File: src/rtl/iopt_pkg.sv
package iopt_pkg;

    localparam int CFG_SEL_W = 2;

    localparam logic [CFG_SEL_W-1:0] SEL_BASE  = 2'd0;
    localparam logic [CFG_SEL_W-1:0] SEL_MASK  = 2'd1;
    localparam logic [CFG_SEL_W-1:0] SEL_DIR   = 2'd2;
    localparam logic [CFG_SEL_W-1:0] SEL_PURGE = 2'd3;

    typedef enum logic [1:0] {
        KIND_DIRECT = 2'd0,
        KIND_PASS   = 2'd1,
        KIND_XLATE  = 2'd2,
        KIND_FAULT  = 2'd3
    } kind_e;

    typedef enum logic [1:0] {
        ROUTE_DIRECT = 2'd0,
        ROUTE_PASS   = 2'd1,
        ROUTE_WALK   = 2'd2
    } route_e;

    typedef enum logic [1:0] {
        ST_IDLE  = 2'd0,
        ST_ISSUE = 2'd1,
        ST_WAIT  = 2'd2,
        ST_RESP  = 2'd3
    } walk_st_e;

endpackage

File: src/rtl/iopt_cfg_regs.sv
module iopt_cfg_regs
    import iopt_pkg::*;
#(
    parameter int W    = 64,
    parameter int NREG = 4
) (
    input  logic                 clk,
    input  logic                 rst_n,
    input  logic                 we,
    input  logic [CFG_SEL_W-1:0] sel,
    input  logic [W-1:0]         wdata,
    output logic [W-1:0]         rdata,
    output logic [W-1:0]         win_base,
    output logic [W-1:0]         win_mask,
    output logic [W-1:0]         dir_base
);

    logic [W-1:0] regs_q [NREG];
    logic [W-1:0] regs_d [NREG];

    always_comb begin
        regs_d = regs_q;
        if (we) begin
            regs_d[sel] = wdata;
        end
    end

    always_ff @(posedge clk) begin
        if (!rst_n) begin
            regs_q <= '{default: '0};
        end else begin
            regs_q <= regs_d;
        end
    end

    assign rdata    = regs_q[sel];
    assign win_base = regs_q[SEL_BASE];
    assign win_mask = regs_q[SEL_MASK];
    assign dir_base = regs_q[SEL_DIR];

    // a write lands in the selected register
    assert_write_lands_R11: assert property (@(posedge clk) disable iff (!rst_n)
        we |=> regs_q[$past(sel)] == $past(wdata));

    // the purge register changes only when it is written
    assert_purge_held_R8: assert property (@(posedge clk) disable iff (!rst_n)
        !(we && sel == SEL_PURGE) |=> $stable(regs_q[SEL_PURGE]));

endmodule

File: src/rtl/iopt_range_check.sv
module iopt_range_check
    import iopt_pkg::*;
#(
    parameter int W          = 64,
    parameter int DIRECT_W   = 32,
    parameter int PAGE_SHIFT = 12,
    parameter int ENTRY_W    = 64
) (
    input  logic [W-1:0] addr,
    input  logic [W-1:0] win_base,
    input  logic [W-1:0] win_mask,
    input  logic [W-1:0] dir_base,
    output route_e       route,
    output logic [W-1:0] fetch_addr
);

    localparam int ENTRY_SHIFT = $clog2(ENTRY_W / 8);
    localparam logic [W-1:0] EN_BIT = W'(1);

    logic narrow;
    logic win_on;
    logic in_win;

    always_comb begin
        narrow     = (addr >> DIRECT_W) == '0;
        win_on     = (win_base & EN_BIT) != '0;
        in_win     = (addr & win_mask) == (win_base & ~EN_BIT);
        fetch_addr = dir_base + ((addr >> PAGE_SHIFT) << ENTRY_SHIFT);
        if (narrow) begin
            route = ROUTE_DIRECT;
        end else if (win_on && in_win) begin
            route = ROUTE_WALK;
        end else begin
            route = ROUTE_PASS;
        end
    end

endmodule

File: src/rtl/iopt_walk_fsm.sv
module iopt_walk_fsm
    import iopt_pkg::*;
#(
    parameter int W          = 64,
    parameter int PAGE_SHIFT = 12
) (
    input  logic         clk,
    input  logic         rst_n,
    input  logic         req_valid,
    input  logic [W-1:0] req_addr,
    input  route_e       route,
    input  logic [W-1:0] fetch_addr,
    output logic         req_ready,
    output logic         mem_req,
    output logic [W-1:0] mem_addr,
    input  logic         mem_rvalid,
    input  logic [W-1:0] mem_rdata,
    output logic         rsp_valid,
    output kind_e        rsp_kind,
    output logic [W-1:0] rsp_addr
);

    localparam logic [W-1:0] OFS_MASK   = (W'(1) << PAGE_SHIFT) - W'(1);
    localparam logic [W-1:0] VALID_MASK = W'(1) << (W - 1);

    typedef struct packed {
        walk_st_e     st;
        logic [W-1:0] addr;
        logic [W-1:0] fetch;
        logic [W-1:0] out;
        kind_e        kind;
    } ctx_t;

    ctx_t ctx_d, ctx_q;
    logic fire;

    assign fire = req_valid && (ctx_q.st == ST_IDLE);

    always_comb begin
        ctx_d = ctx_q;
        unique case (ctx_q.st)
            ST_IDLE: begin
                if (fire) begin
                    ctx_d.addr  = req_addr;
                    ctx_d.fetch = fetch_addr;
                    ctx_d.out   = req_addr;
                    unique case (route)
                        ROUTE_DIRECT: begin
                            ctx_d.kind = KIND_DIRECT;
                            ctx_d.st   = ST_RESP;
                        end
                        ROUTE_WALK: begin
                            ctx_d.st = ST_ISSUE;
                        end
                        default: begin
                            ctx_d.kind = KIND_PASS;
                            ctx_d.st   = ST_RESP;
                        end
                    endcase
                end
            end
            ST_ISSUE: begin
                ctx_d.st = ST_WAIT;
            end
            ST_WAIT: begin
                if (mem_rvalid) begin
                    ctx_d.st = ST_RESP;
                    if ((mem_rdata & VALID_MASK) != '0) begin
                        ctx_d.kind = KIND_XLATE;
                        ctx_d.out  = (mem_rdata & ~(VALID_MASK | OFS_MASK))
                                   | (ctx_q.addr & OFS_MASK);
                    end else begin
                        ctx_d.kind = KIND_FAULT;
                        ctx_d.out  = '0;
                    end
                end
            end
            default: begin
                ctx_d.st = ST_IDLE;
            end
        endcase
    end

    always_ff @(posedge clk) begin
        if (!rst_n) begin
            ctx_q <= '{st: ST_IDLE, kind: KIND_DIRECT, default: '0};
        end else begin
            ctx_q <= ctx_d;
        end
    end

    assign req_ready = (ctx_q.st == ST_IDLE);
    assign mem_req   = (ctx_q.st == ST_ISSUE);
    assign mem_addr  = ctx_q.fetch;
    assign rsp_valid = (ctx_q.st == ST_RESP);
    assign rsp_kind  = ctx_q.kind;
    assign rsp_addr  = ctx_q.out;

    // a walk issues its read the cycle after acceptance, at the computed address
    assert_fetch_next_R5: assert property (@(posedge clk) disable iff (!rst_n)
        (req_valid && req_ready && route == ROUTE_WALK) |=> mem_req && mem_addr == $past(fetch_addr));

    // exactly one read cycle per walk
    assert_single_fetch_R5: assert property (@(posedge clk) disable iff (!rst_n)
        mem_req |=> !mem_req);

    // a valid entry gives a translated response with its page number
    assert_xlate_page_R6: assert property (@(posedge clk) disable iff (!rst_n)
        (ctx_q.st == ST_WAIT && mem_rvalid && mem_rdata[W-1])
        |=> rsp_valid && rsp_kind == KIND_XLATE && !rsp_addr[W-1]
            && rsp_addr[W-2:PAGE_SHIFT] == $past(mem_rdata[W-2:PAGE_SHIFT]));

    // an invalid entry gives a fault with a zero address
    assert_fault_zero_R7: assert property (@(posedge clk) disable iff (!rst_n)
        (ctx_q.st == ST_WAIT && mem_rvalid && !mem_rdata[W-1])
        |=> rsp_valid && rsp_kind == KIND_FAULT && rsp_addr == '0);

    // no second acceptance while busy
    assert_busy_after_accept_R9: assert property (@(posedge clk) disable iff (!rst_n)
        (req_valid && req_ready) |=> !req_ready);

    // the response lasts one cycle and is followed by readiness
    assert_rsp_pulse_R9: assert property (@(posedge clk) disable iff (!rst_n)
        rsp_valid |=> req_ready && !rsp_valid);

    // a read and a response never share a cycle
    assert_no_overlap_R9: assert property (@(posedge clk) disable iff (!rst_n)
        !(mem_req && rsp_valid));

endmodule

File: src/rtl/iopt_xlate.sv
module iopt_xlate
    import iopt_pkg::*;
#(
    parameter int ADDR_W     = 64,
    parameter int DIRECT_W   = 32,
    parameter int PAGE_SHIFT = 12
) (
    input  logic                 clk,
    input  logic                 rst_n,
    input  logic                 cfg_we,
    input  logic [CFG_SEL_W-1:0] cfg_sel,
    input  logic [ADDR_W-1:0]    cfg_wdata,
    output logic [ADDR_W-1:0]    cfg_rdata,
    input  logic                 req_valid,
    output logic                 req_ready,
    input  logic [ADDR_W-1:0]    req_addr,
    output logic                 mem_rd_req,
    output logic [ADDR_W-1:0]    mem_rd_addr,
    input  logic                 mem_rd_valid,
    input  logic [ADDR_W-1:0]    mem_rd_data,
    output logic                 rsp_valid,
    output logic [1:0]           rsp_kind,
    output logic [ADDR_W-1:0]    rsp_addr
);

    logic [ADDR_W-1:0] win_base;
    logic [ADDR_W-1:0] win_mask;
    logic [ADDR_W-1:0] dir_base;
    logic [ADDR_W-1:0] fetch_addr;
    route_e            route;
    kind_e             kind;

    iopt_cfg_regs #(.W(ADDR_W), .NREG(4)) i_regs (
        .clk      (clk),
        .rst_n    (rst_n),
        .we       (cfg_we),
        .sel      (cfg_sel),
        .wdata    (cfg_wdata),
        .rdata    (cfg_rdata),
        .win_base (win_base),
        .win_mask (win_mask),
        .dir_base (dir_base)
    );

    iopt_range_check #(
        .W(ADDR_W), .DIRECT_W(DIRECT_W), .PAGE_SHIFT(PAGE_SHIFT), .ENTRY_W(ADDR_W)
    ) i_range (
        .addr       (req_addr),
        .win_base   (win_base),
        .win_mask   (win_mask),
        .dir_base   (dir_base),
        .route      (route),
        .fetch_addr (fetch_addr)
    );

    iopt_walk_fsm #(.W(ADDR_W), .PAGE_SHIFT(PAGE_SHIFT)) i_walk (
        .clk        (clk),
        .rst_n      (rst_n),
        .req_valid  (req_valid),
        .req_addr   (req_addr),
        .route      (route),
        .fetch_addr (fetch_addr),
        .req_ready  (req_ready),
        .mem_req    (mem_rd_req),
        .mem_addr   (mem_rd_addr),
        .mem_rvalid (mem_rd_valid),
        .mem_rdata  (mem_rd_data),
        .rsp_valid  (rsp_valid),
        .rsp_kind   (kind),
        .rsp_addr   (rsp_addr)
    );

    assign rsp_kind = kind;

    // narrow addresses come back unchanged on the default path one cycle later
    assert_direct_path_R2: assert property (@(posedge clk) disable iff (!rst_n)
        (req_valid && req_ready && (req_addr >> DIRECT_W) == '0)
        |=> rsp_valid && rsp_kind == 2'd0 && rsp_addr == $past(req_addr) && !mem_rd_req);

    // a disabled window never reads memory
    assert_disabled_no_read_R3: assert property (@(posedge clk) disable iff (!rst_n)
        (req_valid && req_ready && !win_base[0]) |=> !mem_rd_req);

endmodule

File: config.mk
export PLATFORM = sky130hd
export DESIGN_NAME = iopt_xlate
export DESIGN_NICKNAME = d
export VERILOG_FILES = /design/src/rtl/iopt_pkg.sv /design/src/rtl/iopt_cfg_regs.sv /design/src/rtl/iopt_range_check.sv /design/src/rtl/iopt_walk_fsm.sv /design/src/rtl/iopt_xlate.sv
export SDC_FILE = /design/constraint.sdc
export NUM_CORES = 1
export LEC_CHECK = 0
export BUFFER_PORTS_ARGS = -buffer_cell sky130_fd_sc_hd__clkbuf_2
export CORE_ASPECT_RATIO = 0.9
export CORE_MARGIN = 2
export CORE_UTILIZATION = 45
export CTS_CLUSTER_SIZE = 16
export DETAILED_ROUTE_END_ITERATION = 6
export PLACE_DENSITY = 0.67
export SYNTH_ARGS = -nofsm -noshare
export SYNTH_HDL_FRONTEND = slang
export SYNTH_SLANG_ARGS = --single-unit
File: constraint.sdc
create_clock -name clk -period 5.28 [get_ports clk]
set_input_delay 1.32 -clock clk [delete_from_list [all_inputs] [get_ports clk]]
set_output_delay 1.32 -clock clk [all_outputs]
set_load 0.05 [all_outputs]
* After elaboration in Yosys (flattened, before gate mapping) *
Index checks and enable logic that the tools add are counted.

word-level totals
  memories kept = 0
  memory bits (writable) = 0
  output and inout bits = 197
  flip-flop bits (word level) = 452
  bits in latches = 0
  bits in read-only memories = 0

operators by class
  $add $sub $neg = 1
  eq/ne operators = 8
  shift-type cells = 0
  divide/modulo/power cells = 0
  bitwise gates (word level) = 3
  order comparisons = 2
  multiplexer cells = 16
  multiply operators = 0
  reduce and logical (&&, ||, !) cells = 11

operators by type and width
  cell                                                                   number
  256-bit bitwise mux                                                    1
  196-bit 2-to-1 mux                                                     1
  64-bit 2-to-1 mux                                                      3
  66-bit 2-to-1 mux                                                      2
  66-bit case mux with 2 select lines                                    1
  64-bit binary-select mux with 2-bit select                             1
  64-bit demux with 2-bit select                                         1
  64-bit by 55-bit adder with 64-bit output                              1
  64-bit bitwise AND                                                     1
  64-bit equality test                                                   1
  64-bit logical NOT                                                     1
  63-bit by 12-bit bitwise OR with 63-bit output                         1
  2-bit 2-to-1 mux                                                       4
  2-bit equality test (second input constant)                            3
  2-bit case mux with 3 select lines                                     1
  2-bit logical NOT                                                      2
  2-bit inequality test (second input constant)                          2
  2-bit case mux with 2 select lines                                     1
  2-bit AND reduction                                                    2
  4-bit AND reduction                                                    1
  3-bit greater-or-equal comparator (second input constant)              1
  1-bit logical AND                                                      3
  3-bit by 1-bit < comparator with 1-bit output (second input constant)  1
  2-bit NOT with 3-bit output                                            1
  4 further kinds                                                        4

* Logic depth before layout (Yosys ltp) *
Gate-level depths: netlist (run 1).

  word-level depth = 9
  mapped depth = 11
  depth with buffers taken out = 11

* Cells and area by module *
A second synthesis (run 1) with hierarchy kept.

second synthesis, totals
  cells, all modules = 2,652
  area, all modules = 23,246.0 sq um

modules (own cells, without submodules)
  module            cells each  area an instance (sq um)  instances
  iopt_cfg_regs     1,170       12,291.8                  1
  iopt_walk_fsm     800         6,615.1                   1
  iopt_range_check  682         4,339.2                   1

* Worst setup path after synthesis (run 1) *
No wires, ideal clock.

  path type = input to output
  from = input port cfg_sel[0]
  to = output port cfg_rdata[24]
  cell stages on the path = 4
  setup slack = 767 ps
  path buffers = 3
  arrival time = 3,193 ps
  required time = 3,960 ps
  path through = clkbuf_1 clkbuf_1 buf_1 mux4_2

on the way
  cells in the longest elaborated chain, start to end = 4

RTL lines
  element                                                line                 source
  from (decl)                                            iopt_xlate.sv:11     input logic [CFG_SEL_W-1:0] cfg_sel,
  2-bit NOT with 3-bit output (implied by the code)      iopt_cfg_regs.sv:36  assign rdata = regs_q[sel];
  64-bit binary-select mux with 2-bit select             iopt_cfg_regs.sv:36
  64-bit 2-to-1 mux (implied by the code) (2 in series)  iopt_cfg_regs.sv:36
  to (decl)                                              iopt_xlate.sv:13     output logic [ADDR_W-1:0] cfg_rdata,

Every way passes these cells. The select of a mux whose other input is x is not followed.

* Final worst setup path (run 1) *
  from = input port cfg_sel[0]
  to = output port cfg_rdata[38]

Same word-level chain as after synthesis.

==> results of run 1 <==
## power groups by stage
| stage | sequential, uW | combinational [uW] | clock, uW |
|---|---|---|---|
| after global placement | 3720 | 3810 | 0 |
| after floorplan | 3670 | 3250 | 0 |
| after global routing | 3730 | 4140 | 3310 |
| final | 3690 | 3890 | 3150 |
| after CTS | 3680 | 3870 | 3180 |
| after detailed placement | 3750 | 3860 | 0 |
## layout make-up
cell class	instances	area, um2	share of cell area (%)
Antenna cell	3	7.51	0.0317
Clock buffer	62	1250	5.27
Clock inverter	17	194	0.818
Inverter	19	78.8	0.333
Multi-Input combinational cell	1873	11200	47.3
Sequential cell	400	8010	33.8
Tap cell	608	761	3.21
Timing Repair Buffer	410	2190	9.23
## flip-flops by register name, indices dropped and copies added (netlist names)
signal / flops
i_walk.rsp_kind: 2
i_regs.win_base: 64
i_regs.dir_base: 64
i_walk.mem_addr: 64
i_regs.win_mask: 64
i_regs.regs_q: 64
i_walk.ctx_q: 14
i_walk.rsp_addr: 64
## Yosys cell counts, drive strengths merged (14+ instances only)
library cell    n  share of area, %
xnor2          47               2.0
xor2           37               1.6
nand2         736                13
a221oi         66               2.8
clkbuf        151               2.7
nor3           75               1.8
a211oi         14              0.56
a21oi         327               7.9
ha             56               3.4
buf           146               5.0
nor4           18              0.54
nand4          25              0.75
dfxtp         400                38
a21o           31               1.1
o21ai          63               1.5
a21boi         55               2.0
nor2          106               1.9
mux4           64               6.9
inv            19              0.34
## logic make-up after synthesis
family                     synth area share, %
and+or+nand+nor                           20.6
buffers and inverters                     8.05
xor gates and xnor gates                  3.53
muxes                                     7.11
adders and majority gates                 3.46
AOI/OAI and AO/OA                         18.8
DFF                                       38.4
## worst min-delay path by stage
stage | to | cells past startpoint | slack (ns)
finish | i_walk.mem_addr[19]$_SDFFE_PN0P_ | 2 | 0.45
global route | i_regs.regs_q[47]$_SDFFE_PN0P_ | 2 | 0.47
CTS | i_regs.regs_q[28]$_SDFFE_PN0P_ | 2 | 0.45
detailed placement | i_regs.regs_q[28]$_SDFFE_PN0P_ | 2 | 0.44
global placement | i_regs.regs_q[25]$_SDFFE_PN0P_ | 2 | 0.44
floorplan | i_walk.mem_addr[21]$_SDFFE_PN0P_ | 2 | 0.43
## cell usage in the layout, fill, tap and decap left out, types with 7 or more instances in the layout
cell	n
and3_1	9
xnor2_1	47
and2_1	11
buf_4	24
clkbuf_2	381
nand2_1	734
a221oi_1	65
clkbuf_16	44
inv_1	18
a21oi_1	326
a21o_1	30
clkinv_2	10
o21bai_1	7
clkbuf_8	8
nand4_1	25
nor3_1	75
o22ai_1	9
a21boi_0	53
mux4_2	64
ha_1	56
o21ai_0	62
o21a_1	12
nor4_1	18
a211oi_1	13
xor2_1	37
clkbuf_1	10
dfxtp_1	400
nor2_1	103
## critical path, stage by stage
cell	delay, ns
buf_4	0.57
buf_12	0.28
mux4_2	0.59
clkbuf_2	0.28
## stage by stage
step | utilization [%] | worst slack (ns) | cells
2_1_floorplan | - | 0.767 | 2589
3_3_place_gp | 48.8 | 0.566 | 3310
3_5_place_dp | 48.8 | 0.511 | 3310
4_1_cts | 52.0 | 0.846 | 3389
5_1_grt | 52.0 | 0.778 | 3391
6_report | 52.0 | 0.882 | 3392
## per-layer routing
layer | vias up | share of wire, %
li1 | 9213 | -
met1 | 9581 | 41
met2 | 1110 | 44
met3 | 195 | 11
met4 | 12 | 4.1
met5 | - | 0.096
==> key figures, run 1 <==
STA
  – Hold slack: 0.451 ns
  – Setup tns final: 0 ns
  – RSZ-0062 raised after global routing: false
  – Slew @ Worst Pin: 1.16 ns
  – Final hold vios: 0
  – Setup violations, final: 0
  – Crit path time final: 4.40 ns
  – Worst slew margin: 22.6%
  – F_max: 227 MHz
  – Final Max Slew Viols: 0
  – Final Cycle Share: 83.3%
  – Clk_skew: 0.0223 ns

Worst setup path
  – Worst Setup EP: cfg_rdata[38]
  – Data required time at the worst endpoint: 3.96 ns
  – Arrival time at the worst endpoint: 3.08 ns
  – Reg2reg start: i_regs.dir_base[3]$_SDFFE_PN0P_
  – Reg2reg path depth: 11
  – Max FO, Critical Path: 29
  – FF-to-FF End: i_walk.mem_addr[57]$_SDFFE_PN0P_
  – R2r setup slk: 1.45 ns
  – CP Capture Type: output pin
  – Critical path origin: cfg_sel[0]
  – CP Launch Type: primary input
  – Kind of critical path: in -> out

Finish
  – Final instance area: 23700 um2
  – Layout Area Growth over Synthesis: 13.7%
  – Layout Nets: 3004
  – Layout cells sized above 1: 20.6%
  – Fillers: 4364

Clocking
  – Clk sink count: 400
  – CTS H-tree depth: 2
  – Number of buffers created by CTS: 44
  – Worst-Skew Late Latency: 0.60 ns
  – CTS tree: done
  – Root Buffer: clkbuf_16
  – CTS max path bufs: 3
  – Post-CTS setup buffers: 0
  – Post_cts resized: 0
  – Hold-fix buffers at CTS: 0
  – Clock transition at the registers of the reported paths: 0.06 ns

Power and ir drop
  – Leakage dissipation: 0.00957 uW
  – Overall Power: 10700 uW
  – Clock group share of total power: 29.4%
  – Switching portion of total power: 41.9%
  – Maximum VDD drop: 0.834 mV
  – Power density over cell area: 452 nW/um2
  – Internal power: 6230 uW
  – Comb power frac: 36.3%
  – Flop pwr share: 34.4%
  – P_sw: 4490 uW

Yosys
  – Mean Syn Cell Area: 8.05 um2
  – EDFF count, synth: 0
  – Register area share after synthesis: 38.4%
  – Synthesized instance count: 2589
  – Yosys cell types: 67
  – Ys flop type: dfxtp_1
  – YS warnings: 0
  – Syn Std Cell Area: 20800 um2
  – Syn_nets: 2845
  – Synthesized flop and latch total: 400
  – Asr flop ratio synth: 0%

Global route
  – Largest net degree at the start of global routing: 118
  – Grt met2 use: 48.2%
  – Antenna violations before repair: 10
  – Grt total ovfl: 0
  – Global-route wire length before repair: 118000 um
  – Grt met3 use: 8.77%
  – Vias in the first global route: 19036
  – Top Usage Layer GRT: met2
  – Met1 Use GR: 43.4%
  – GRT Overall Usage: 32.2%

Route
  – Detailed Route Iter0 Violations: 2186
  – Via Count: 20111
  – Drt total wl: 79400 um
  – Routed WL per cell: 23.4 um
  – DR vias/cell: 5.93
  – DRC: 0
  – Drt pass-1 iters: 6
  – DRT antenna net count: 0

Placement
  – GPL Wtd Cong: 0.950
  – Input/output buffers: 383
  – Placed cell area: 22200 um2
  – Dpl hpwl: 55800 um

Worst hold path
  – Hold_sp: i_walk.mem_addr[19]$_SDFFE_PN0P_
  – Min-Delay Path Class: reg -> reg

Die
  – Initial Util: 45.7%
  – Core area: 45600 um2
  – Die H: 208 um
  – Row count: 74
  – Die footprint: 48000 um2
  – Die width: 231 um
  – Ports: 396

Job
  – Max Cap Violations: 0

Outcome
  – Outcome: finished clean
No activity file was read; power rests on OpenSTA's default activity.
==> run 2: changes to the inputs <==
--- a/config.mk
+++ b/config.mk
@@ -5,13 +5,14 @@
 export SDC_FILE = /design/constraint.sdc
 export NUM_CORES = 1
 export LEC_CHECK = 0
+export ABC_AREA = 1
 export BUFFER_PORTS_ARGS = -buffer_cell sky130_fd_sc_hd__clkbuf_2
 export CORE_ASPECT_RATIO = 0.9
 export CORE_MARGIN = 2
 export CORE_UTILIZATION = 45
 export CTS_CLUSTER_SIZE = 16
 export DETAILED_ROUTE_END_ITERATION = 6
-export PLACE_DENSITY = 0.67
+export PLACE_DENSITY = 0.69
 export SYNTH_ARGS = -nofsm -noshare
 export SYNTH_HDL_FRONTEND = slang
 export SYNTH_SLANG_ARGS = --single-unit
==> constraint.sdc (replaced) <==
create_clock -name clk -period 3.7 [get_ports clk]
set_input_delay 0.925 -clock clk [delete_from_list [all_inputs] [get_ports clk]]
set_output_delay 0.925 -clock clk [all_outputs]
set_load 0.05 [all_outputs]
==> key figures, run 2 <==
Finish
  – Layout Area Growth over Synthesis: 17.6% (was 13.7%)
  – Fillers: 5150 (was 4364)
  – Layout Nets: 3960 (was 3004)
  – Layout cells sized above 1: 15.3% (was 20.6%)
  – Area of the multi-input gates: 12000 um2 (was 11200 um2)
  – Most common cell after layout, fill and taps aside: nand2_1 (unchanged)
  – Most frequent cells in the layout: nand2_1, inv_1, dfxtp_1 (was nand2_1, dfxtp_1, clkbuf_2)
  – FF+latch area: 8010 um2 (unchanged)

STA
  – Clk_skew: 0.0253 ns (was 0.0223 ns)
  – Final Cycle Share: 91.4%
  – Final WS setup: 0.320 ns (was 0.882 ns)
  – Final hold vios: 0 (unchanged)
  – Crit path time final: 3.38 ns
  – Final Max Slew Viols: 0 (unchanged)
  – RSZ-0062 raised after global routing: false (unchanged)
  – F_max: 296 MHz
  – Slew @ Worst Pin: 0.782 ns (was 1.16 ns)
  – Setup violations, final: 0 (unchanged)
  – Worst slew margin: 47.9% (was 22.6%)
  – Setup tns final: 0 ns (unchanged)

Worst setup path
  – Arrival time at the worst endpoint: 2.46 ns (was 3.08 ns)
  – Data required time at the worst endpoint: 2.77 ns (was 3.96 ns)
  – R2r setup slk: 1.11 ns (was 1.45 ns)
  – FF-to-FF End: i_walk.mem_addr[63]$_SDFFE_PN0P_ (was i_walk.mem_addr[57]$_SDFFE_PN0P_)
  – Max FO, Critical Path: 32 (was 29)
  – Critical path origin: cfg_sel[1] (was cfg_sel[0])
  – CP Capture Type: output pin (unchanged)
  – Reg2reg path depth: 14 (was 11)
  – Kind of critical path: in -> out (unchanged)
  – Reg2reg start: i_regs.dir_base[3]$_SDFFE_PN0P_ (unchanged)
  – CP Launch Type: primary input (unchanged)
  – Worst Setup EP: cfg_rdata[36] (was cfg_rdata[38])

Global route
  – GRT Overall Usage: 33.1% (was 32.2%)
  – Antenna violations before repair: 14 (was 10)
  – Global-route wire length before repair: 135000 um (was 118000 um)
  – Grt total ovfl: 0 (unchanged)
  – Largest net degree at the start of global routing: 142 (was 118)
  – Vias in the first global route: 22328 (was 19036)

Yosys
  – Syn_nets: 3792 (was 2845)
  – Ys flop type: dfxtp_1 (unchanged)
  – Top cells by area, synth: dfxtp_1, nand2_1, a21oi_1 (unchanged)
  – Post-synth top cells: nand2_1, inv_1, dfxtp_1 (was nand2_1, dfxtp_1, a21oi_1)
  – YS warnings: 0 (unchanged)
  – EDFF count, synth: 0 (unchanged)
  – Synthesized instance count: 3536 (was 2589)
  – Yosys cell types: 41 (was 67)
  – Syn Std Cell Area: 23200 um2 (was 20800 um2)
  – Synthesized flop and latch total: 400 (unchanged)
  – Dominant cell type by area after synthesis: dfxtp_1 (unchanged)
  – Register area share after synthesis: 34.5% (was 38.4%)
  – Asr flop ratio synth: 0% (unchanged)
  – Mean Syn Cell Area: 6.56 um2 (was 8.05 um2)
  – Most frequent cell after synthesis: nand2_1 (unchanged)
  – Share of the synthesized area in the top cell type: 34.5% (was 38.4%)

Power and ir drop
  – Power density over cell area: 579 nW/um2 (was 452 nW/um2)
  – Maximum VDD drop: 0.732 mV (was 0.834 mV)
  – Leakage dissipation: 0.0122 uW (was 0.00957 uW)

Die
  – Die width: 243 um (was 231 um)
  – Initial Util: 45.8% (was 45.7%)
  – Die H: 219 um (was 208 um)
  – Row count: 78 (was 74)
  – Ports: 396 (unchanged)
  – Die footprint: 53300 um2 (was 48000 um2)
  – Core area: 50700 um2 (was 45600 um2)

Outcome
  – Outcome: finished clean (unchanged)

Clocking
  – Worst-Skew Late Latency: 0.60 ns (about the same)
  – Clk sink count: 400 (unchanged)
  – Clock transition at the registers of the reported paths: 0.06 ns (about the same)
  – Post-CTS setup buffers: 0 (unchanged)
  – CTS tree: done (unchanged)
  – Root Buffer: clkbuf_16 (unchanged)
  – Number of buffers created by CTS: 44 (unchanged)
  – Hold-fix buffers at CTS: 0 (unchanged)
  – CTS max path bufs: 3 (unchanged)
  – CTS H-tree depth: 2 (unchanged)
  – Post_cts resized: 0 (unchanged)

Route
  – Routed WL per cell: 20.4 um (was 23.4 um)
  – Via Count: 24407 (was 20111)
  – Drt total wl: 90400 um (was 79400 um)
  – Drt pass-1 iters: 7 (was 6)
  – DR vias/cell: 5.52 (was 5.93)
  – Detailed Route Iter0 Violations: 2507 (was 2186)
  – DRC: 0 (unchanged)
  – DRT antenna net count: 0 (unchanged)

Placement
  – Dpl hpwl: 67400 um (was 55800 um)
  – Pre-CTS setup slack: 0.342 ns (was 0.511 ns)
  – GPL Wtd Cong: 1.04 (was 0.950)
  – Input/output buffers: 383 (unchanged)

Job
  – Max Cap Violations: 0 (unchanged)

Worst hold path
  – Min-Delay Path Class: reg -> reg (unchanged)
  – Hold_sp: i_regs.regs_q[38]$_SDFFE_PN0P_ (was i_walk.mem_addr[19]$_SDFFE_PN0P_)
-- run 2: cell count changes in the layout (fill, tap and decap cells not counted), sizes merged, moves of 60 or more --
cell    before  now
o221ai       0   63
nor2       106  327
a31oi        5   66
buf         29  111
a221oi      66    1
mux4        64    0
inv         22  418
a22oi        4   64
clkbuf     443  380
nand3        7  274
o21ai       63  343
-- run 2: critical path: stages --
cell and delay, ns:
clkbuf_2 0.22, inv_1 0.06, nor2_1 0.15, inv_2 0.05, buf_4 0.26, o221ai_1 0.54, buf_12 0.22
-- run 2: routing by layer --
layer / vias to the layer above / global-route usage, % / part of all wire [%] / wire (um)
met1: 11031 / 45.3 / 43 / 38400
met3: 213 / 7.40 / 10 / 9380
met4: 10 / 14.2 / 4.3 / 3910
li1: 11911 / - / - / -
met2: 1242 / 50.1 / 43 / 38600
met5: - / 0 / 0.079 / 71
-- run 2: worst min path at each step --
| stage | depth (start not counted) | endpoint | slack, ns |
|---|---|---|---|
| 2_1_floorplan | 2 | i_regs.regs_q[30]$_SDFFE_PN0P_ | 0.43 |
| 3_3_place_gp | 2 | i_regs.regs_q[41]$_SDFFE_PN0P_ | 0.44 |
| 3_5_place_dp | 2 | i_regs.regs_q[38]$_SDFFE_PN0P_ | 0.44 |
| 4_1_cts | 2 | i_regs.regs_q[38]$_SDFFE_PN0P_ | 0.45 |
| 5_1_grt | 2 | i_regs.regs_q[39]$_SDFFE_PN0P_ | 0.47 |
| 6_report | 2 | i_regs.regs_q[38]$_SDFFE_PN0P_ | 0.45 |
-- run 2: logic make-up after synthesis --
group	count (synthesis)	share of synthesized area [%]
compound gates	898	21.7
xor+xnor	30	1.13
fa+ha+maj	57	3.11
buf+inv	727	14.0
flops	400	34.5
simple gates	1424	25.6
-- run 2: where the power goes --
group	switching, uW	internal (uW)	leakage [uW]
Sequential	340	4920	0.00328
Clock	1960	2590	0.000717
Combinational	4450	1520	0.00824
-- run 2: cell type report --
class / instances / area share, %
flip-flops and latches: 400 / 29.4
well taps: 680 / 3.12
multi-input cells: 2409 / 44.0
diodes: 10 / 0.0918
clock buffers: 58 / 4.56
repair buffers: 433 / 12.3
clock inverters: 19 / 0.821
inverters: 416 / 5.74
-- run 2: stage by stage --
step | instances | hold slack (ns) | cell area, um2 | util (%) | total power [uW]
after floorplan | 3536 | 0.429 | 23200 | - | 10000
after global placement | 4338 | 0.439 | 25800 | 50.9 | 11200
after detailed placement | 4338 | 0.444 | 25800 | 50.9 | 11300
after CTS | 4415 | 0.453 | 27200 | 53.8 | 15800
after global routing | 4423 | 0.469 | 27300 | 53.8 | 16500
final | 4425 | 0.452 | 27300 | 53.8 | 15800
